==> src/rtl/sar_oneshot_pkg.sv <==
// Package: shared constants and types for the single-shot SAR controller.
// Assumes the widest result is DW bits and the narrowest DW-3 bits.
package sar_oneshot_pkg;
    localparam int NUM_UNITS = 2;
    localparam int WCODE_SPAN = 3;

    typedef enum logic [1:0] {
        WC_9B  = 2'd0,
        WC_10B = 2'd1,
        WC_11B = 2'd2,
        WC_12B = 2'd3
    } wcode_e;
endpackage

==> src/rtl/sar_result_fmt.sv <==
// Result formatter: reduces a full-width raw sample to the width chosen by
// a 2-bit code, then optionally complements the kept bits.
// Assumes code 3 keeps all DW bits; each lower code drops one more LSB.
module sar_result_fmt #(
    parameter int DW = 12
) (
    input  logic [DW-1:0] raw_i,
    input  logic [1:0]    code_i,
    input  logic          invert_i,
    output logic [DW-1:0] fmt_o
);
    logic [DW-1:0] keep_mask;
    logic [DW-1:0] shifted;

    // Shift and mask within the selected width.
    always_comb begin
        keep_mask = {DW{1'b1}} >> (2'd3 - code_i);
        shifted   = raw_i >> (2'd3 - code_i);
        fmt_o     = (shifted ^ (invert_i ? keep_mask : '0)) & keep_mask;
    end
endmodule

==> src/rtl/sar_atten_bank.sv <==
// Attenuation bank: one 2-bit field per channel per unit, field of channel c
// at bits [2c+1:2c]. A write touches one field only.
// Assumes writes to channels >= NCH are discarded.
module sar_atten_bank #(
    parameter int NCH = 10,
    localparam int CHW = $clog2(NCH),
    localparam int AW  = 2 * NCH
) (
    input  logic          clk,
    input  logic          rst_n,
    input  logic          we_i,
    input  logic          unit_i,
    input  logic [CHW-1:0] chan_i,
    input  logic [1:0]    val_i,
    input  logic          rd_unit_i,
    output logic [AW-1:0] rd_word_o,
    output logic [2*AW-1:0] words_o
);
    logic [AW-1:0] bank_q [2];

    // Per-field write of the addressed unit.
    always_ff @(posedge clk) begin
        if (!rst_n) begin
            bank_q[0] <= '0;
            bank_q[1] <= '0;
        end else if (we_i && (32'(chan_i) < NCH)) begin
            bank_q[unit_i][2*chan_i +: 2] <= val_i;
        end
    end

    // Expose words for readback and for the sequencers.
    always_comb begin
        rd_word_o = bank_q[rd_unit_i];
        words_o   = {bank_q[1], bank_q[0]};
    end

    // the addressed field holds the written value one cycle later.
    a_r9_field_written: assert property (@(posedge clk) disable iff (!rst_n)
        (we_i && (32'(chan_i) < NCH)) |=>
        (2'(bank_q[$past(unit_i)] >> (2 * $past(chan_i))) == $past(val_i)));
endmodule

==> src/rtl/sar_unit_seq.sv <==
// Per-unit sequencer: detects a start rising edge, validates the one-hot pad
// bitmap, runs a request/acknowledge exchange with the converter and loads
// the formatted result while raising done.
// Assumes the converter pulses ack for one cycle while req is high.
// HOLD_BUSY=1 keeps a start edge seen while busy; 0 drops it.
module sar_unit_seq #(
    parameter int NCH       = 10,
    parameter int DW        = 12,
    parameter bit HOLD_BUSY = 1'b1,
    localparam int CHW = $clog2(NCH)
) (
    input  logic            clk,
    input  logic            rst_n,
    input  logic            start_i,
    input  logic [NCH-1:0]  pad_map_i,
    input  logic [1:0]      code_i,
    input  logic            invert_i,
    input  logic [2*NCH-1:0] atten_word_i,
    input  logic            ack_i,
    input  logic [DW-1:0]   data_i,
    output logic            busy_o,
    output logic [CHW-1:0]  chan_o,
    output logic [1:0]      atten_o,
    output logic            done_o,
    output logic [DW-1:0]   result_o
);
    logic           start_q;
    logic           busy_q;
    logic           pend_q;
    logic [CHW-1:0] chan_q;
    logic [1:0]     code_q;
    logic           inv_q;
    logic [CHW-1:0] chan_enc;
    logic           map_ok;
    logic           edge_seen;
    logic           try_launch;
    logic [DW-1:0]  fmt_val;

    // Binary index of the bitmap and its one-hot check.
    always_comb begin
        chan_enc = '0;
        for (int i = 0; i < NCH; i++) begin
            if (pad_map_i[i]) chan_enc = CHW'(i);
        end
        map_ok     = (pad_map_i != '0) && ((pad_map_i & (pad_map_i - 1'b1)) == '0);
        edge_seen  = start_i && !start_q;
        try_launch = !busy_q && (edge_seen || pend_q);
    end

    sar_result_fmt #(.DW(DW)) u_fmt (
        .raw_i   (data_i),
        .code_i  (code_q),
        .invert_i(inv_q),
        .fmt_o   (fmt_val)
    );

    // Launch, completion and result capture.
    always_ff @(posedge clk) begin
        if (!rst_n) begin
            start_q  <= 1'b0;
            busy_q   <= 1'b0;
            chan_q   <= '0;
            code_q   <= 2'd3;
            inv_q    <= 1'b0;
            done_o   <= 1'b0;
            result_o <= '0;
        end else begin
            start_q <= start_i;
            if (try_launch && map_ok) begin
                busy_q <= 1'b1;
                chan_q <= chan_enc;
                code_q <= code_i;
                inv_q  <= invert_i;
                done_o <= 1'b0;
            end else if (busy_q && ack_i) begin
                busy_q   <= 1'b0;
                result_o <= fmt_val;
                done_o   <= 1'b1;
            end
        end
    end

    // Pending start: kept on the holding unit, absent on the dropping unit.
    generate
        if (HOLD_BUSY) begin : g_hold
            // Remember an edge that arrives during a conversion.
            always_ff @(posedge clk) begin
                if (!rst_n)                 pend_q <= 1'b0;
                else if (busy_q && edge_seen) pend_q <= 1'b1;
                else if (!busy_q)           pend_q <= 1'b0;
            end
        end else begin : g_drop
            assign pend_q = 1'b0;
        end
    endgenerate

    assign busy_o  = busy_q;
    assign chan_o  = chan_q;
    assign atten_o = 2'(atten_word_i >> (2 * chan_q));

    // done rises only on an acknowledge taken while busy.
    a_r6_done_on_ack: assert property (@(posedge clk) disable iff (!rst_n)
        $rose(done_o) |-> $past(ack_i && busy_q));
    // bits above the selected width stay zero while done is shown.
    a_r4_upper_zero: assert property (@(posedge clk) disable iff (!rst_n)
        done_o |-> ((result_o >> (DW - 3 + int'(code_q))) == '0));
    // the channel index does not move during a conversion.
    a_r2_chan_stable: assert property (@(posedge clk) disable iff (!rst_n)
        (busy_q && $past(busy_q)) |-> $stable(chan_o));
    // a launch only follows a one-hot bitmap.
    a_r3_onehot_launch: assert property (@(posedge clk) disable iff (!rst_n)
        $rose(busy_q) |-> $past($onehot(pad_map_i)));
endmodule

==> src/rtl/sar_oneshot_ctrl.sv <==
// Top: two single-shot sequencers sharing one attenuation bank. Unit 1
// (index 0) holds a start seen while busy; unit 2 (index 1) drops it.
// Assumes packed per-unit fields, unit u at slice u of each bus.
module sar_oneshot_ctrl #(
    parameter int NCH = 10,
    parameter int DW  = 12,
    localparam int CHW = $clog2(NCH),
    localparam int NU  = sar_oneshot_pkg::NUM_UNITS
) (
    input  logic             clk,
    input  logic             rst_n,
    input  logic [NU-1:0]    start_i,
    input  logic [NU*NCH-1:0] pad_map_i,
    input  logic [2*NU-1:0]  width_code_i,
    input  logic [NU-1:0]    invert_i,
    input  logic             att_we_i,
    input  logic             att_unit_i,
    input  logic [CHW-1:0]   att_chan_i,
    input  logic [1:0]       att_val_i,
    input  logic             att_rd_unit_i,
    output logic [2*NCH-1:0] att_rd_word_o,
    output logic [NU-1:0]    conv_req_o,
    output logic [NU*CHW-1:0] conv_chan_o,
    output logic [2*NU-1:0]  conv_atten_o,
    input  logic [NU-1:0]    conv_ack_i,
    input  logic [NU*DW-1:0] conv_data_i,
    output logic [NU-1:0]    done_o,
    output logic [NU-1:0]    busy_o,
    output logic [NU*DW-1:0] result_o
);
    logic [2*2*NCH-1:0] att_words;

    sar_atten_bank #(.NCH(NCH)) u_bank (
        .clk      (clk),
        .rst_n    (rst_n),
        .we_i     (att_we_i),
        .unit_i   (att_unit_i),
        .chan_i   (att_chan_i),
        .val_i    (att_val_i),
        .rd_unit_i(att_rd_unit_i),
        .rd_word_o(att_rd_word_o),
        .words_o  (att_words)
    );

    generate
        for (genvar u = 0; u < NU; u++) begin : g_unit
            sar_unit_seq #(
                .NCH(NCH), .DW(DW), .HOLD_BUSY(u == 0)
            ) u_seq (
                .clk         (clk),
                .rst_n       (rst_n),
                .start_i     (start_i[u]),
                .pad_map_i   (pad_map_i[u*NCH +: NCH]),
                .code_i      (width_code_i[2*u +: 2]),
                .invert_i    (invert_i[u]),
                .atten_word_i(att_words[u*2*NCH +: 2*NCH]),
                .ack_i       (conv_ack_i[u]),
                .data_i      (conv_data_i[u*DW +: DW]),
                .busy_o      (busy_o[u]),
                .chan_o      (conv_chan_o[u*CHW +: CHW]),
                .atten_o     (conv_atten_o[2*u +: 2]),
                .done_o      (done_o[u]),
                .result_o    (result_o[u*DW +: DW])
            );
            assign conv_req_o[u] = busy_o[u];
        end
    endgenerate

    // request and done never show together on a unit.
    a_r1_req_done_excl: assert property (@(posedge clk) disable iff (!rst_n)
        (conv_req_o & done_o) == '0);
endmodule

==> config.mk <==
export PLATFORM = sky130hd
export DESIGN_NAME = sar_oneshot_ctrl
export DESIGN_NICKNAME = d
export VERILOG_FILES = /design/src/rtl/sar_oneshot_pkg.sv /design/src/rtl/sar_result_fmt.sv /design/src/rtl/sar_atten_bank.sv /design/src/rtl/sar_unit_seq.sv /design/src/rtl/sar_oneshot_ctrl.sv
export SDC_FILE = /design/constraint.sdc
export NUM_CORES = 1
export LEC_CHECK = 0
export BUFFER_PORTS_ARGS = -buffer_cell sky130_fd_sc_hd__buf_4
export CAP_MARGIN = 10
export CORE_ASPECT_RATIO = 1.75
export CORE_UTILIZATION = 30
export CTS_BUF_LIST = sky130_fd_sc_hd__clkbuf_16
export DETAILED_ROUTE_END_ITERATION = 8
export PLACE_DENSITY = 0.46
export SYNTH_ARGS = -nofsm -noshare
export SYNTH_HDL_FRONTEND = slang
export SYNTH_SLANG_ARGS = --single-unit
export TNS_END_PERCENT = 1
==> constraint.sdc <==
create_clock -name clk -period 2.7 [get_ports clk]
set_input_delay 0.27 -clock clk [delete_from_list [all_inputs] [get_ports clk]]
set_output_delay 0.27 -clock clk [all_outputs]
set_load 0.005 [all_outputs]
==> results of run 1 <==
## critical path, stage by stage (launching register included)
cell and delay, ns:
dfxtp_1 0.68, mux4_2 0.65, mux2i_1 0.15, o22ai_1 0.13, buf_4 0.16
## routing by layer
layer	track usage	wire [um]
met5	0	0
met1	0.167	5100
met4	0.103	767
met3	0.0348	755
met2	0.332	8390
## sequential cells by signal (all words and copies together) (netlist names)
register and count:
u_bank.bank_q 40, g_unit.u_seq.result_o 24, g_unit.u_seq.chan_o 8, g_unit.u_seq.code_q 4, g_unit.u_seq.busy_o 2, g_unit.u_seq.done_o 2, g_unit.u_seq.inv_q 2, g_unit.u_seq.start_q 2
g_unit.u_seq.pend_q 1
## where the power goes
group	internal (uW)	switching [uW]	leakage, uW
combinational	205	204	0.00154
sequential	1380	23.7	0.000743
clock	659	486	0.000145
## cell families after synthesis
| group | count (synthesis) |
|---|---|
| AOI/OAI and AO/OA | 93 |
| xor gates and xnor gates | 30 |
| adders and majority gates | 7 |
| buffers and inverters | 56 |
| DFF | 85 |
| muxes | 63 |
| and+or+nand+nor | 184 |
## cells in the mapped netlist (2+ instances only)
| library cell | instances |
|---|---|
| a211oi_1 | 21 |
| a21oi_1 | 15 |
| and2_1 | 3 |
| buf_2 | 7 |
| buf_4 | 7 |
| clkbuf_1 | 27 |
| dfxtp_1 | 45 |
| edfxtp_1 | 40 |
| ha_1 | 5 |
| inv_1 | 13 |
| maj3_1 | 2 |
| mux2_2 | 22 |
| mux2i_1 | 19 |
| mux4_2 | 21 |
| nand2_1 | 40 |
| nand2b_1 | 5 |
| nand3_1 | 17 |
| nand3b_1 | 3 |
| nand4_1 | 8 |
| nor2_1 | 82 |
| nor3_1 | 8 |
| nor3b_1 | 2 |
| o211ai_1 | 2 |
| o21a_1 | 3 |
| o21ai_0 | 22 |
| o21ai_1 | 5 |
| o21ai_2 | 5 |
| o21bai_1 | 3 |
| o22ai_1 | 2 |
| o311ai_0 | 2 |
| o31ai_1 | 2 |
| or3_1 | 2 |
| xnor2_1 | 22 |
| xor2_1 | 8 |
## stage by stage
step                      utilization  instances  total power, uW  instance area (um2)
final                           0.391        847             2960                 6450
after floorplan                     -        518             1630                 5110
after global placement          0.374        832             1840                 6180
after CTS                       0.391        847             3000                 6450
after global routing            0.391        847             3080                 6450
after detailed placement        0.374        832             1850                 6180
## worst min-delay path by stage
| stage | endpoint |
|---|---|
| after floorplan | g_unit[1].u_seq.code_q[0] |
| after global placement | g_unit[0].u_seq.result_o[10] |
| after detailed placement | g_unit[0].u_seq.result_o[11] |
| after CTS | g_unit[0].u_seq.start_q |
| after global routing | g_unit[0].u_seq.start_q |
| final | g_unit[0].u_seq.start_q |
## final cells by class
type	count	area, um2
well taps	224	280
flip-flops and latches	85	2100
multi-input cells	377	2760
repair buffers	133	998
fillers	1687	10100
inverters	13	48.8
clock inverters	5	18.8
clock buffers	10	250
==> metrics.md, run 1 <==
| Metric | Value |
|---|---|
| Simple-gate area share of the yosys netlist | 0.169 |
| Post-synthesis sequential area ratio | 0.411 |
| Hold Path Stages | 2 |
| Adder-Cell Fraction of Synth Area | 0.0162 |
| Reg2reg start | g_unit[1].u_seq.busy_o |
| DIE WIDTH | about 100 um |
| Placer congestion estimate | between 0.8 and 0.9 |
| Outcome | finished, final reports clean |
| Reg2Reg Setup Slack | about 0.74 ns |
| Worst hold slack | between 0.1 and 0.15 ns |
| Netlist Area Pre-Place | a little over 5000 um2 |
| Worst skew pair latency | approximately 0.34 ns |
| FF-to-FF path depth | 4 |
| H-tree levels | 3 |
| Fin crit period | 2.38 ns |
| Post-synth EDFFs | 40 |
| Synth Flop Type | dfxtp_1 |
| Dpl ws | 0.285 ns |
| Area growth syn-to-layout | 26.3% |
| Critical path endpoint category | output pin |
| Starting Density | 0.309 |
| Most frequent cells in the layout | 133 x buf_4, 82 x nor2_1, 45 x dfxtp_1 |
| # Post-CTS Setup Buffers | 0 |
| Hpwl dp | between 10000 and 15000 um |
| Unique masters post-synth | 62 |
| Avg Cell Area, Syn | ~9.9 um2 |
| Maxcap violations | 0 |
| DR vias/cell | between 5 and 6 |
| Post-synthesis compound-gate area fraction | 0.122 |
| Fraction of layout cells with a size suffix above 1 | 0.327 |
| Synth Area in XOR/XNOR | 0.0514 |
| Hold Crit Class | in2reg |
| Slack of the critical path | around 0.32 ns |
| Setup_tns | 0 ns |
| Critical path launch point type | register |
| Global-route wire length before repair | about 23000 um |
| Top cell type by total area after synthesis | edfxtp_1 |
| CP Launch Point | g_unit[1].u_seq.chan_o[0] |
| RSZ-0062 raised after global routing | false |
| CTS Hold Bufs | 0 |
| Final Cycle Share | 0.882 |
| # rows | 62 |
| Cells after Synth | between 500 and 600 |
| Mux contribution to synthesized area | 0.180 |
| Commonest non-fill, non-tap cell in the layout | buf_4 |
| First drt pass iteration count | 4 |
| Flop and latch count out of synthesis | 85 |
| Final Slew Violations | 0 |
| Worst vdd ir | 0.247 mV |
| DRT Wirelength | between 15000 and 20000 um |
| Critical Path RT | approximately 2.4 ns |
| Fmax | between 400 and 500 MHz |
| Clk pin slew, worst setup/hold paths | 0.07 ns |
| Core Area | roughly 17000 um2 |
| Net count after synthesis | 588 |
| Iteration-0 DRC Markers | between 100 and 150 |
| WP data arrival | 2.11 ns |
| PwrDens | 459 nW/um2 |
| Average wire per standard cell | around 18 um |
| DR DRC count | 0 |
| Worst-Margin Slew | between 0.9 and 1 ns |
| Post-CTS Resized | 0 |
| Nets@finish | 689 |
| Slew HR | 0.370 |
| Synth top area cells | edfxtp_1 24%, dfxtp_1 18%, mux4_2 9.3%, nor2_1 6.0%, mux2_2 4.8% |
| Top-area cell type share of the netlist area | 0.235 |
| Port Buf Inserts | about 130 |
| Largest net degree at the start of global routing | between 40 and 50 |
| Static Leak | between 0.002 and 0.0025 uW |
| DIE AREA | ~18000 um2 |
| I/O pin count | around 130 |
| Total number of vias | ~4300 |
| Largest family of logic cells by synthesized area | multiplexers |
| Gr ovfl total | 0 |
| Total CTS buffers | 9 |
| Setup crit end | conv_atten_o[3] |
| Worst reg2reg endpoint | g_unit[1].u_seq.chan_o[0] |
| GRT Total Usage | 0.174 |
| Setup CP Type | reg2out |
| Ys async rst share | 0 |
| Clock tree buffer depth | 2 |
| Die Y | between 150 and 200 um |
| CTS tree | done |
| Vias in the first global route | 4366 |
| Final Setup Violations | 0 |
| Post-route ant nets | 0 |
| Antenna cells | 0 |
| HP Start | start_i[0] |
| Critical Path Fanout Max | 8 |
| Hold Vio Cnt, Final | 0 |
| CTS sink count | 85 |
| Synth warnings | 0 |
| Worst clock skew | between 0.008 and 0.009 ns |
| Antenna violations before repair | 0 |
| Clk root buf | clkbuf_16 |
No activity file was read; power rests on OpenSTA's default activity.
==> run 2, diff against run 1 <==
--- a/config.mk
+++ b/config.mk
@@ -5,9 +5,11 @@
 export SDC_FILE = /design/constraint.sdc
 export NUM_CORES = 1
 export LEC_CHECK = 0
+export ABC_AREA = 1
 export BUFFER_PORTS_ARGS = -buffer_cell sky130_fd_sc_hd__buf_4
 export CAP_MARGIN = 10
 export CORE_ASPECT_RATIO = 1.75
+export CORE_MARGIN = 2
 export CORE_UTILIZATION = 30
 export CTS_BUF_LIST = sky130_fd_sc_hd__clkbuf_16
 export DETAILED_ROUTE_END_ITERATION = 8
==> metrics.md, run 2 <==
| Metric | Value |
|---|---|
| Synth warnings | 0 |
| First drt pass iteration count | 7 |
| CP bufs+invs | 2 |
| # Post-CTS Setup Buffers | 0 |
| GRT Total Usage | 0.186 |
| Synth top area cells | edfxtp_1 22%, dfxtp_1 16%, nand2_1 13%, nor2_1 7.7%, o21ai_0 7.5% |
| Max reg flops | 40 |
| CP Launch Point | g_unit[0].u_seq.chan_o[0] |
| Fraction of layout cells with a size suffix above 1 | 0.211 |
| Placer congestion estimate | roughly 0.90 |
| Nets@finish | 978 |
| Adder-Cell Fraction of Synth Area | 0.0114 |
| Worst-Margin Slew | around 0.65 ns |
| Clk root buf | clkbuf_16 |
| Antenna violations before repair | 0 |
| Worst clock skew | ~0.0047 ns |
| Avg Cell Area, Syn | between 6 and 7 um2 |
| Setup_tns | 0 ns |
| Top-area cell type share of the netlist area | 0.218 |
| Final Cycle Share | 0.831 |
| Post-route ant nets | 0 |
| DIE WIDTH | between 100 and 150 um |
| Clk pin slew, worst setup/hold paths | 0.06 ns |
| Global-route wire length before repair | between 20000 and 30000 um |
| Count leader, synth | nand2_1 |
| Critical path endpoint category | output pin |
| DRT Wirelength | 18200 um |
| RSZ-0062 raised after global routing | false |
| Worst skew pair latency | 0.33 ns |
| Post-synth EDFFs | 40 |
| Total CTS buffers | 9 |
| Static Leak | about 0.0032 uW |
| Top cell type by total area after synthesis | edfxtp_1 |
| Leading cell types by count after synthesis | 190 x nand2_1, 113 x nor2_1, 89 x inv_1 |
| Critical path launch point type | register |
| Average wire per standard cell | between 15 and 20 um |
| Final Slew Violations | 0 |
| Post-synthesis compound-gate area fraction | 0.120 |
| Synth Flop Type | dfxtp_1 |
| HP Start | conv_ack_i[0] |
| Vias in the first global route | about 5400 |
| Slew HR | 0.559 |
| Setup CP Type | reg2out |
| Commonest non-fill, non-tap cell in the layout | nand2_1 |
| WP data arrival | 1.97 ns |
| Total Power | around 3200 uW |
| Largest family of logic cells by synthesized area | simple AND/OR/NAND/NOR gates |
| Synth Area in XOR/XNOR | 0.0109 |
| Fillers | roughly 2000 |
| Critical Path RT | between 2 and 2.5 ns |
| Post-CTS Resized | 0 |
| Design area | ~7000 um2 |
| Starting Density | 0.306 |
| Critical Path Fanout Max | 8 |
| DR vias/cell | about 4.8 |
| Crit path max-delay family | compound AO/OA/AOI/OAI gates |
| Die Y | approximately 180 um |
| CTS sink count | 85 |
| Reg2reg start | g_unit[0].u_seq.code_q[1] |
| Placed Area | roughly 6600 um2 |
| Fmax | ~450 MHz |
| # rows | 65 |
| Most frequent cells in the layout | 190 x nand2_1, 130 x buf_4, 113 x nor2_1 |
| Cells after Synth | ~800 |
| CTS tree | done |
| Fin crit period | roughly 2.2 ns |
| Clock tree buffer depth | 2 |
| Gr ovfl total | 0 |
| Hold Crit Class | in2reg |
| PwrDens | about 460 nW/um2 |
| Netlist Area Pre-Place | between 5000 and 6000 um2 |
| Mux contribution to synthesized area | 0.0159 |
| Iteration-0 DRC Markers | between 150 and 200 |
| DIE AREA | 19500 um2 |
| H-tree levels | 3 |
| Outcome | finished, final reports clean |
| Port Buf Inserts | about 130 |
| CP Cell Sequence | inv_1, o21ai_0, nand3_1, nand3_1, o21ai_0, buf_4 |
| Flop and latch count out of synthesis | between 80 and 90 |
| Total number of vias | roughly 5500 |
| Simple-gate area share of the yosys netlist | 0.362 |
| CTS Hold Bufs | 0 |
| Antenna cells | 0 |
| Maxcap violations | 0 |
| Largest Register | u_bank.bank_q |
| Hold Vio Cnt, Final | 0 |
| DR DRC count | 0 |
| Area growth syn-to-layout | 25.6% |
| Post-synthesis sequential area ratio | 0.382 |
| Net count after synthesis | roughly 870 |
| Core Area | ~18000 um2 |
| Hpwl dp | 14600 um |
| Ys async rst share | 0 |
| Unique masters post-synth | 39 |
| Slowest stage cell, crit path | o21ai_0 |
| I/O pin count | between 100 and 150 |
| Worst vdd ir | about 0.38 mV |
| Crit-path max cell delay | around 0.55 ns |
| Largest net degree at the start of global routing | 53 |
| Final Setup Violations | 0 |
==> run 2: through the flow <==
stage          hold slack, ns  std cells   util  worst slack [ns]
2_1_floorplan           0.362        801      -             0.921
3_3_place_gp            0.464       1131  0.368             0.577
3_5_place_dp            0.466       1131  0.368             0.563
4_1_cts                 0.106       1147  0.385             0.496
5_1_grt                 0.119       1147  0.385             0.366
6_report                0.115       1147  0.385             0.455
==> run 2: final timing paths <==
path         slack (ns)                          end  cells after the start
max reg2reg        0.92  g_unit[0].u_seq.result_o[2]                      7
min                0.11       g_unit[0].u_seq.busy_o                      2
max                0.46              conv_atten_o[0]                      6
min reg2reg        0.50       g_unit[0].u_seq.done_o                      2
==> run 2: worst register-to-register path, stage by stage (launching register included) <==
cell and delay, ns:
dfxtp_1 0.62, inv_1 0.27, nand3_1 0.14, o21ai_0 0.15, or2_2 0.31, nand3_1 0.07, o211ai_1 0.08, inv_1 0.08
==> run 2: where the power goes <==
| part | switching, uW | internal, uW |
|---|---|---|
| clock | 520 | 800 |
| sequential | 24.9 | 1380 |
| combinational | 253 | 178 |
==> run 2: cell families after synthesis <==
logic type	Yosys count
AO/OA/AOI/OAI	123
XOR/XNOR	6
adder cells (fa/ha/maj)	5
buffers and inverters	133
flip-flops	85
multiplexers	8
AND/OR/NAND/NOR	441
==> run 2: layer usage <==
layer  wire length [um]  up-vias  part of all wire  track usage
li1                   -     2809                 -            -
met1               6130     2528              0.34        0.167
met2              10800      120              0.60        0.397
met3                596       20             0.033       0.0252
met4                609        0             0.034       0.0748
met5                  0        -                 0            0
==> run 2: final cells by class <==
cell class              count  area, um2  share of cell area
clock buffers               9        225              0.0326
repair buffers            130        976               0.141
multi-input cells         583       2870               0.414
flip-flops and latches     85       2100               0.304
clock inverters             7       83.8              0.0121
well taps                 234        293              0.0423
inverters                  99        372              0.0537
==> run 3, diff against run 2 <==
==> constraint.sdc (replaced) <==
create_clock -name clk -period 2.2 [get_ports clk]
set_input_delay 0.22 -clock clk [delete_from_list [all_inputs] [get_ports clk]]
set_output_delay 0.22 -clock clk [all_outputs]
set_load 0.005 [all_outputs]
==> metrics.md, run 3 (synthesis gave the netlist of run 2 again) <==
| Metric | Value |
|---|---|
| Top sig layer | met4 |
| DIE WIDTH | around 110 um |
| Hpwl dp | about 15000 um |
| Largest Register | u_bank.bank_q |
| Clk root buf | clkbuf_16 |
| Post-route ant nets | 0 |
| Placer congestion estimate | just under 0.9 |
| Hold Path Stages | 2 |
| Routed metal-1 wirelength | 5990 um |
| Switching Share | 0.253 |
| Core Area | roughly 18000 um2 |
| Iteration-0 DRC Markers | approximately 140 |
| Final Cycle Share | 0.996 |
| Worst-Margin Slew | approximately 0.64 ns |
| Setup CP Type | reg2out |
| Post-CTS Resized | 0 |
| Area growth syn-to-layout | 27.6% |
| CP bufs+invs | 2 |
| Clock tree buffer depth | 2 |
| Reg2reg start | g_unit[0].u_seq.code_q[0] |
| Die Y | 183 um |
| CTS Hold Bufs | 0 |
| Worst skew pair latency | approximately 0.34 ns |
| First drt pass iteration count | 4 |
| Crit-path max cell delay | around 0.55 ns |
| Critical Path Fanout Max | 8 |
| Fraction of layout cells with a size suffix above 1 | 0.225 |
| Max reg flops | 40 |
| Final Setup Violations | 0 |
| WP data arrival | about 2.0 ns |
| Average wire per standard cell | between 15 and 20 um |
| Met2 wire length | 10700 um |
| Worst reg2reg endpoint | g_unit[0].u_seq.result_o[3] |
| GRT Total Usage | 0.189 |
| Hold Path Sink | g_unit[0].u_seq.busy_o |
| Clock share of power | 0.416 |
| Global-route wire length before repair | between 20000 and 30000 um |
| Commonest non-fill, non-tap cell in the layout | nand2_1 |
| Total number of vias | 5491 |
| Setup_tns | 0 ns |
| Fin crit period | approximately 2.2 ns |
| Slew HR | 0.569 |
| # rows | 65 |
| Comb power frac | 0.140 |
| Critical path endpoint category | output pin |
| Final Slew Violations | 0 |
| CTS tree | done |
| Met3 routed WL | 599 um |
| CP Cell Sequence | inv_1, o21ai_0, nand3_1, nand3_1, o21ai_0, buf_4 |
| # Post-CTS Setup Buffers | 0 |
| RSZ-0062 raised after global routing | false |
| DR DRC count | 0 |
| FF-to-FF path depth | 8 |
| Hold Crit Class | in2reg |
| Maxcap violations | 0 |
| Hold Vio Cnt, Final | 0 |
| Flop pwr share | 0.443 |
| Critical Path RT | a little under 2 ns |
| Nets@finish | a little under 1000 |
| Reg2Reg Setup Slack | 0.62 ns |
| Static Leak | between 0.003 and 0.004 uW |
| Fmax | approximately 460 MHz |
| I/O pin count | approximately 130 |
| DIE AREA | ~19000 um2 |
| Critical path launch point type | register |
| DR vias/cell | roughly 4.7 |
| Worst vdd ir | between 0.4 and 0.5 mV |
| Internal power | 2900 uW |
| Slowest stage cell, crit path | o21ai_0 |
| Outcome | finished, final reports clean |
| Fin util | 0.391 |
| HP Start | conv_ack_i[0] |
| Largest net degree at the start of global routing | 42 |
| PwrDens | ~550 nW/um2 |
| Crit path max-delay family | compound AO/OA/AOI/OAI gates |
| Vias in the first global route | roughly 5500 |
| Port Buf Inserts | around 130 |
| Antenna cells | 0 |
| Most frequent cells in the layout | 190 x nand2_1, 144 x buf_4, 113 x nor2_1 |
| Clk pin slew, worst setup/hold paths | around 0.060 ns |
| Starting Density | 0.306 |
| Total CTS buffers | 9 |
| Gr ovfl total | 0 |
| CTS sink count | 85 |
| H-tree levels | 3 |
| P_sw | approximately 980 uW |
| Antenna violations before repair | 0 |
| DRT Wirelength | between 15000 and 20000 um |
| Fillers | 2004 |
| Worst clock skew | between 0.006 and 0.007 ns |
[run 3: cell type report]
type                       count  area [um2]  share of cell area
timing repair buffer         144        1080               0.154
multi-input combinational    583        2870               0.408
sequential                    85        2100               0.300
tap                          234         293              0.0417
clock buffer                   9         225              0.0321
clock inverter                 7        83.8              0.0119
inverter                      99         372              0.0529
[run 3: power by group through the flow]
stage	clock network (uW)	registers, uW	logic, uW
after floorplan	0	1740	288
after global placement	0	1760	554
after detailed placement	0	1760	553
after CTS	1650	1720	555
after global routing	1710	1730	606
final	1620	1720	546
[run 3: worst max-delay path by stage]
stage / end / cells past startpoint / from
final: conv_atten_o[0] / 6 / g_unit[0].u_seq.chan_o[0]
after global routing: conv_atten_o[0] / 6 / g_unit[0].u_seq.chan_o[0]
after CTS: conv_atten_o[2] / 6 / g_unit[1].u_seq.chan_o[0]
after detailed placement: u_bank.bank_q[0][17] / 11 / att_chan_i[0]
after global placement: u_bank.bank_q[0][13] / 11 / att_chan_i[0]
after floorplan: u_bank.bank_q[0][16] / 10 / att_chan_i[0]
[run 3: metrics by stage]
stage	hold slack [ns]	power, uW	instances	worst slack, ns	cell area, um2
floorplan	0.312	2030	801	0.471	5510
global placement	0.418	2310	1145	0.161	6710
detailed placement	0.416	2310	1145	0.144	6710
CTS	0.0570	3930	1161	0.0291	7020
global route	0.0602	4040	1161	0.0274	7020
finish	0.0634	3890	1161	0.00956	7020
[run 3: layer usage]
metal,vias to the layer above,global-route usage
li1,2853,-
met4,0,0.102
met3,34,0.0288
met5,-,0
met1,2495,0.166
met2,109,0.392
